===== src/rtl/gpio_irq_pkg.sv =====
package gpio_irq_pkg;
    localparam int GPIO_W = 8;
    localparam int ADDR_W = 8;

    typedef logic [GPIO_W-1:0] gvec_t;

    localparam logic [ADDR_W-1:0] OFS_DATA = 8'h00;
    localparam logic [ADDR_W-1:0] OFS_DIR  = 8'h10;
    localparam logic [ADDR_W-1:0] OFS_EDGE = 8'h90;
    localparam logic [ADDR_W-1:0] OFS_POL  = 8'h94;
    localparam logic [ADDR_W-1:0] OFS_ACK  = 8'h98;
    localparam logic [ADDR_W-1:0] OFS_EN   = 8'h9C;
    localparam logic [ADDR_W-1:0] OFS_STAT = 8'hA0;
    localparam logic [ADDR_W-1:0] OFS_DBNC = 8'hA8;

    typedef struct packed {
        gvec_t data;
        gvec_t dir;
        gvec_t edge_sel;
        gvec_t rise_high;
        gvec_t enable;
        gvec_t dbnc;
    } port_cfg_t;

    // Bits where the selected edge occurred between prev and cur.
    function automatic gvec_t edge_hits(gvec_t cur, gvec_t prev,
                                        gvec_t edge_sel, gvec_t rise);
        return edge_sel & ((rise & cur & ~prev) | (~rise & ~cur & prev));
    endfunction

    // Bits whose level matches the active polarity.
    function automatic gvec_t level_hits(gvec_t cur, gvec_t rise);
        return ~(cur ^ rise);
    endfunction
endpackage


===== src/rtl/gpio_sync.sv =====
module gpio_sync #(
    parameter int W = 8
) (
    input  logic         clk,
    input  logic         rst,
    input  logic [W-1:0] d_async,
    output logic [W-1:0] d_sync
);
    logic [W-1:0] stage1;

    always_ff @(posedge clk) begin
        if (rst) begin
            stage1 <= '0;
            d_sync <= '0;
        end else begin
            stage1 <= d_async;
            d_sync <= stage1;
        end
    end
endmodule


===== src/rtl/gpio_debounce.sv =====
module gpio_debounce #(
    parameter int W         = 8,
    parameter int DB_CYCLES = 4
) (
    input  logic         clk,
    input  logic         rst,
    input  logic [W-1:0] din,
    output logic [W-1:0] dout
);
    localparam int CNT_W = (DB_CYCLES < 2) ? 1 : $clog2(DB_CYCLES);
    localparam logic [CNT_W-1:0] CNT_LAST = CNT_W'(DB_CYCLES - 1);

    for (genvar i = 0; i < W; i++) begin : g_bit
        logic [CNT_W-1:0] run_cnt;

        always_ff @(posedge clk) begin
            if (rst) begin
                run_cnt <= '0;
                dout[i] <= 1'b0;
            end else if (din[i] == dout[i]) begin
                run_cnt <= '0;
            end else if (run_cnt == CNT_LAST) begin
                run_cnt <= '0;
                dout[i] <= din[i];
            end else begin
                run_cnt <= run_cnt + 1'b1;
            end
        end

        // the filtered level only moves to a value the input already held
        assert_filter_follows_R9: assert property (@(posedge clk) disable iff (rst)
            (dout[i] != $past(dout[i])) |-> ($past(din[i]) == dout[i]));
    end
endmodule


===== src/rtl/gpio_irq_detect.sv =====
module gpio_irq_detect
    import gpio_irq_pkg::*;
(
    input  logic  clk,
    input  logic  rst,
    input  gvec_t raw_lvl,
    input  gvec_t filt_lvl,
    input  gvec_t dbnc,
    input  gvec_t edge_sel,
    input  gvec_t rise_high,
    input  gvec_t enable,
    input  gvec_t ack_clr,
    output gvec_t status
);
    gvec_t det_lvl;
    gvec_t prev_lvl;
    gvec_t edge_evt;
    gvec_t evt_latch;
    gvec_t pending;

    always_comb begin
        det_lvl  = (dbnc & filt_lvl) | (~dbnc & raw_lvl);
        edge_evt = edge_hits(det_lvl, prev_lvl, edge_sel, rise_high);
        pending  = (edge_sel & evt_latch) | (~edge_sel & level_hits(det_lvl, rise_high));
        status   = enable & pending;
    end

    always_ff @(posedge clk) begin
        if (rst) begin
            prev_lvl  <= '0;
            evt_latch <= '0;
        end else begin
            prev_lvl  <= det_lvl;
            evt_latch <= (evt_latch & ~ack_clr) | edge_evt;
        end
    end

    // a detected edge is held in the latch on the following cycle
    assert_edge_latched_R5: assert property (@(posedge clk) disable iff (rst)
        (evt_latch & $past(edge_evt)) == $past(edge_evt));

    // acknowledged bits without a fresh edge are cleared
    assert_ack_clears_R6: assert property (@(posedge clk) disable iff (rst)
        (evt_latch & $past(ack_clr & ~edge_evt)) == '0);
endmodule


===== src/rtl/gpio_irq_bank.sv =====
module gpio_irq_bank
    import gpio_irq_pkg::*;
#(
    parameter int DB_CYCLES = 4
) (
    input  logic              clk,
    input  logic              rst,
    input  logic [ADDR_W-1:0] bus_addr,
    input  logic              bus_wr,
    input  logic [GPIO_W-1:0] bus_wdata,
    output logic [GPIO_W-1:0] bus_rdata,
    input  logic [GPIO_W-1:0] pin_in,
    output logic [GPIO_W-1:0] pin_out,
    output logic [GPIO_W-1:0] pin_oe,
    output logic [GPIO_W-1:0] irq_pin,
    output logic              irq_comb
);
    port_cfg_t cfg;
    gvec_t     pin_sync;
    gvec_t     pin_filt;
    gvec_t     ack_clr;
    gvec_t     status;

    gpio_sync #(.W(GPIO_W)) u_sync (
        .clk     (clk),
        .rst     (rst),
        .d_async (pin_in),
        .d_sync  (pin_sync)
    );

    gpio_debounce #(.W(GPIO_W), .DB_CYCLES(DB_CYCLES)) u_dbnc (
        .clk  (clk),
        .rst  (rst),
        .din  (pin_sync),
        .dout (pin_filt)
    );

    gpio_irq_detect u_detect (
        .clk       (clk),
        .rst       (rst),
        .raw_lvl   (pin_sync),
        .filt_lvl  (pin_filt),
        .dbnc      (cfg.dbnc),
        .edge_sel  (cfg.edge_sel),
        .rise_high (cfg.rise_high),
        .enable    (cfg.enable),
        .ack_clr   (ack_clr),
        .status    (status)
    );

    assign ack_clr = (bus_wr && bus_addr == OFS_ACK) ? bus_wdata : '0;

    always_ff @(posedge clk) begin
        if (rst) begin
            cfg <= '0;
        end else if (bus_wr) begin
            case (bus_addr)
                OFS_DATA: cfg.data      <= bus_wdata;
                OFS_DIR:  cfg.dir       <= bus_wdata;
                OFS_EDGE: cfg.edge_sel  <= bus_wdata;
                OFS_POL:  cfg.rise_high <= bus_wdata;
                OFS_EN:   cfg.enable    <= bus_wdata;
                OFS_DBNC: cfg.dbnc      <= bus_wdata;
                default:  ;
            endcase
        end
    end

    always_comb begin
        case (bus_addr)
            OFS_DATA: bus_rdata = (cfg.data & cfg.dir) | (pin_sync & ~cfg.dir);
            OFS_DIR:  bus_rdata = cfg.dir;
            OFS_EDGE: bus_rdata = cfg.edge_sel;
            OFS_POL:  bus_rdata = cfg.rise_high;
            OFS_EN:   bus_rdata = cfg.enable;
            OFS_STAT: bus_rdata = status;
            OFS_DBNC: bus_rdata = cfg.dbnc;
            default:  bus_rdata = '0;
        endcase
    end

    assign pin_out  = cfg.data;
    assign pin_oe   = cfg.dir;
    assign irq_pin  = status;
    assign irq_comb = |status;

    // writing an all-zero enable silences the combined output
    assert_disable_quiet_R7: assert property (@(posedge clk) disable iff (rst)
        $past(bus_wr && bus_addr == OFS_EN && bus_wdata == '0) |-> !irq_comb);

    // output enables only move after a direction write
    assert_oe_stable_R3: assert property (@(posedge clk) disable iff (rst)
        !$past(bus_wr && bus_addr == OFS_DIR) |-> $stable(pin_oe));
endmodule


===== config.mk =====
export PLATFORM = sky130hd
export DESIGN_NAME = gpio_irq_bank
export DESIGN_NICKNAME = d
export VERILOG_FILES = /design/src/rtl/gpio_irq_pkg.sv /design/src/rtl/gpio_sync.sv /design/src/rtl/gpio_debounce.sv /design/src/rtl/gpio_irq_detect.sv /design/src/rtl/gpio_irq_bank.sv
export SDC_FILE = /design/constraint.sdc
export NUM_CORES = 1
export LEC_CHECK = 0
export ABC_CLOCK_PERIOD_IN_PS = 5580
export BUFFER_PORTS_ARGS = -buffer_cell sky130_fd_sc_hd__buf_4
export CAP_MARGIN = 20
export CORE_ASPECT_RATIO = 2
export CORE_MARGIN = 5
export CORE_UTILIZATION = 63
export CTS_CLUSTER_SIZE = 14
export DETAILED_ROUTE_END_ITERATION = 12
export PLACE_DENSITY_LB_ADDON = 0.25
export SKIP_LAST_GASP = 1
export SYNTH_ARGS = -nofsm -noshare
export SYNTH_HDL_FRONTEND = slang
export SYNTH_HIERARCHICAL = 1
export SYNTH_SLANG_ARGS = --single-unit
export TNS_END_PERCENT = 30

===== constraint.sdc =====
create_clock -name clk -period 5.58 [get_ports clk]
set_input_delay 1.395 -clock clk [delete_from_list [all_inputs] [get_ports clk]]
set_output_delay 1.395 -clock clk [all_outputs]
set_load 0.02 [all_outputs]

# After elaboration in Yosys (flattened, before gate mapping)
# Index checks and enable logic that the tools add are counted.
# W data, S select, Z words.
[totals]
reg_bits = 104
inputBits = 27
out_inout_bits = 33
elab_cells = 119
[classes]
n_mux = 2
bitwise = 35
addsub = 8
n_eq_ne = 23
reduce_logical = 25
[op_table]
columns = ["op", "n"]
rows = [
  ["$and A8 B8 Y8", 13],
  ["$not A8 Y8", 8],
  ["$pmux W8 S7", 1],
  ["$eq A8 B8 Y1 const B", 6],
  ["$or A8 B8 Y8", 5],
  ["$reduce_and A2 Y1", 14],
  ["$reduce_or A3 Y1", 8],
  ["$add A2 B1 Y2 const B", 8],
  ["$eq A2 B2 Y1 const B", 8],
  ["$eq A1 B1 Y1", 8],
  ["$eq A8 B5 Y1 const B", 1],
  ["$logic_not A8 Y1", 1],
  ["$mux W8", 1],
  ["$not A1 Y1", 8],
  ["$reduce_or A8 Y1", 1],
  ["$xor A8 B8 Y8", 1],
  ["$logic_and A1 B1 Y1", 1],
]

# Depth between registers and ports, before layout
[logic_depth]
ltp_word = 9
ltp_mapped = 7
mapped_depth_nobuf = 7

# Cells and area by module
# Netlist, hierarchy kept.
[modules_own_cells]
columns = ["mod", "area_each_um2", "n_inst", "cells_each"]
rows = [
  ["gpio_irq_bank", 2563.7, 1, 290],
  ["gpio_irq_detect", 1134.8, 1, 122],
  ["gpio_debounce", 937.1, 1, 74],
  ["gpio_sync", 464.2, 1, 33],
]

# Least setup slack after synthesis
# Ideal clock, no wire load.
[synth_timing]
path_kind = "input port to output port"
start = "input bus_addr[3]"
end = "output bus_rdata[0]"
arrival_ns = 2.641
path_stages = 5
path_slack_ns = 1.544
path_cell_list = "buf_6 or4_4 nor4_4 a22oi_1 nand2_1"
[synth_via]
elab_chain_cells = 2
word_cells_on_any_way = 8
[synth_lines]
columns = ["element", "line", "source"]
rows = [
  ["start, declared", "gpio_irq_bank.sv:8", "input logic [ADDR_W-1:0] bus_addr,"],
  ["$eq A8 B8 Y1, or another cell as far along", "gpio_irq_bank.sv:70", "case (bus_addr)"],
  ["$pmux W8 S7 (*)", "gpio_irq_bank.sv:70", ""],
  ["end, declared", "gpio_irq_bank.sv:11", "output logic [GPIO_W-1:0] bus_rdata,"],
]
# Every way passes the cells marked *; elsewhere a longest branch is shown, timed or not.

# Final worst setup path
[layout_timing]
start = "input bus_addr[3]"
end = "output bus_rdata[4]"
# Same word-level chain as after synthesis.

==> flow_metrics.py <==
metrics = {
    "cts": {
        "cts_buffers": 9,
        "ctsResizeCount": 0,
        "clk_pin_slew_ns": 0.06,
        "cts_tree": "yes",
        "cts_num_sinks": 104,
        "cts.htree.levels": 3,
        "cts_setup_buffers": 0,
        "clock_latency_ns": 0.34,
        "cts_hold_buffers": 0,
        "cts_root_buf": "clkbuf_16",
        "cts_max_path_buffers": 2,
    },
    "critical_path": {
        "crit_type": "primary input to primary output",
        "critPathSlowestCell": "or4_4",
        "end_kind": "primary output",
        "setup.worst_path.start": "bus_addr[3]",
        "start_kind": "primary input",
        "critPathRequiredTime_ns": 4.18,
        "cp_max_fo": 19,
        "max_stage_delay_ns": 0.54,
        "worst_ep_arrival_time_ns": 3.03,
        "crit_top_cell": "buf_4",
        "path_cells": "buf_4, or4_4, nor4_4, nand2_1, nand3_1, buf_4",
        "r2r_start": "cfg[3]",
    },
    "yosys": {
        "syn_area_um2": 5100,
        "synth_edf_count": 0,
        "synth-xor-area-share_pct": 1.37,
        "ys_seq_area_share_pct": 40.8,
        "synth_compound_area_share_pct": 8.54,
        "synth-simple-area-share_pct": 21.8,
        "ys.flop_type": "dfxtp_1",
        "ys_top_cells_by_count": "104 x dfxtp_1, 68 x mux2i_1, 58 x nor2_1, 29 x nand2_1",
        "netlist.area_leader.share_pct": 40.8,
        "synth_top_cells_by_area": "dfxtp_1 41%, mux2i_1 13%, ha_1 5.9%",
        "yosys.area.top_type": "dfxtp_1",
        "yosysMostFrequentCell": "dfxtp_1",
        "synth_mux_area_share_pct": 15.1,
        "synth_warnings": 6,
        "synth_top_family_by_area": "simple AND/OR/NAND/NOR gates",
        "syn_avg_cell_area_um2": 9.83,
        "synth-seq-cells": 104,
        "synth_cell_types": 48,
        "synth_adder_area_share_pct": 5.89,
        "synthesis.instances": 519,
        "postSynth.asyncResetShare_pct": 0,
        "synth_nets": 570,
    },
    "worst_hold_path": {
        "hp-start": "u_dbnc/g_bit[5].run_cnt[0]",
        "holdCritPathClass": "flip-flop to flip-flop",
    },
    "sta": {
        "fmax_mhz": 226,
        "tns_ns": 0,
        "setup_viol": 0,
        "fin_crit_sh_pct": 79.2,
        "period_needed_ns": 4.42,
        "slew_headroom_pct": 35.0,
        "final_hold_viol_count": 0,
        "rsz0062_at_grt": "no",
        "drv_slew": 0,
        "worst_pin_slew_ns": 0.975,
        "skew_ns": 0.00566,
        "whs_ns": 0.428,
    },
    "cells_and_area": {
        "nets": 605,
        "area_growth_pct": 12.7,
        "fillers": 620,
        "diodes": 0,
        "regArea_um2": 2080,
        "multiInputGateArea_um2": 2690,
        "drive_gt1_share_pct": 21.5,
    },
    "placement": {
        "routabilityCongestion": 0.926,
        "portBuffers": 59,
        "dp.final_hpwl_um": 8330,
    },
    "grt": {
        "grt_overflow": 0,
        "grt_pass1_wl_um": 18800,
        "grt_pass1_vias": 3878,
        "grt_max_degree": 94,
        "grt_usage_pct": 24.1,
        "antenna_found_initial": 0,
    },
    "power_and_ir_drop": {
        "p_total_w": 0.00147,
        "power_density_nw_per_um2": 257,
        "ir_worst_vdd_uv": 215,
        "p_leak_nw": 2.53,
    },
    "detailed_routing": {
        "ant_nets": 0,
        "vias": 3875,
        "via_per_inst": 5.92,
        "firstDrtPassIters": 5,
        "wirelength_um": 11600,
        "drt_iter0_drc": 380,
        "routedWlPerCell_um": 17.7,
        "drc": 0,
    },
    "flow_run": {
        "cap_violations": 0,
    },
    "outcome": {
        "outcome": "finished clean",
    },
    "die": {
        "ios": 60,
        "rows": 46,
        "start_util_pct": 64.2,
        "die_area_um2": 10100,
        "die_h_um": 137,
        "die_x_um": 73.6,
        "coreArea_um2": 7940,
    },
}
worst paths after layout:
| kind | to | slack, ns | cells after the start |
|---|---|---|---|
| worst max-delay path | bus_rdata[4] | 1.16 | 6 |
| worst min-delay path | u_dbnc/g_bit[5].run_cnt[0] | 0.43 | 1 |
| worst max register to register | u_detect/evt_latch[3] | 4.07 | 5 |
| worst min register to register | u_dbnc/g_bit[5].run_cnt[0] | 0.43 | 1 |
per-layer routing:
metal	global-route usage [%]	wire [um]	vias up
met3	3.94	613	38
met4	14.6	537	0
met2	41.1	5930	138
li1	-	-	1849
met1	27.4	4540	1850
met5	0	0	-
sequential cells by signal, indices dropped and copies added (netlist names):
signal                flops
u_sync/d_sync             8
cfg                      32
u_dbnc/dout               8
pin_out                   8
u_dbnc/g_bit.run_cnt     16
u_detect/evt_latch        8
u_sync/stage1             8
pin_oe                    8
u_detect/prev_lvl         8
cells in the final DEF (no fill, tap or decap), drive strengths merged:
cell type / instances
nand2: 29
nand2b: 16
ha: 24
and3: 1
o2bb2ai: 4
o32ai: 8
and4: 1
clkinv: 3
nor4bb: 1
nand3b: 1
nand4: 3
mux2: 8
clkbuf: 12
or2: 8
nor4: 12
or4: 1
nor2b: 12
and2: 11
or4b: 1
buf: 61
bufinv: 1
inv: 24
a32o: 1
nor4b: 9
a21oi: 8
a32oi: 1
o21ai: 16
nand3: 16
a21boi: 8
nor3: 2
and4bb: 1
a2bb2oi: 3
and2b: 6
nor2: 58
mux2i: 68
xnor2: 8
a22oi: 8
dfxtp: 104
where the power goes:
part | switching, W | internal (W) | total [W]
clock | 0.000263 | 0.000373 | 0.000636
combinational | 0.0000484 | 0.0000336 | 0.0000820
sequential | 0.00000552 | 0.000751 | 0.000757
total | 0.000317 | 0.00116 | 0.00147
logic make-up (layout without fill, tap and decap cells):
kind of cell	Yosys count	in the layout
AOI/OAI and AO/OA	57	57
xor gates and xnor gates	8	8
adders and majority gates	24	24
buffers and inverters	61	101
DFF	104	104
muxes	76	76
and+or+nand+nor	189	189
layout make-up:
type / instances / area share [%]
Multi-Input combinational cell: 354 / 46.8
Tap cell: 96 / 2.09
Clock inverter: 4 / 0.914
Inverter: 24 / 1.57
Clock buffer: 12 / 4.46
Timing Repair Buffer: 61 / 7.97
Sequential cell: 104 / 36.2
per-stage QoR:
stage / instances / area [um2] / utilization (%) / setup WS [ns]
6_report: 655 / 5750 / 72.4 / 1.16
5_1_grt: 655 / 5750 / 72.4 / 1.11
4_1_cts: 655 / 5750 / 72.4 / 1.19
3_5_place_dp: 639 / 5440 / 68.5 / 1.21
3_3_place_gp: 639 / 5440 / 68.5 / 1.22
2_1_floorplan: 519 / 5100 / - / 1.54
worst max-delay path: cells and delay by family:
kind,cells,cell delay [ns]
buf+inv,2,0.35
simple gates,4,1.27
No activity file was read; power rests on OpenSTA's default activity.
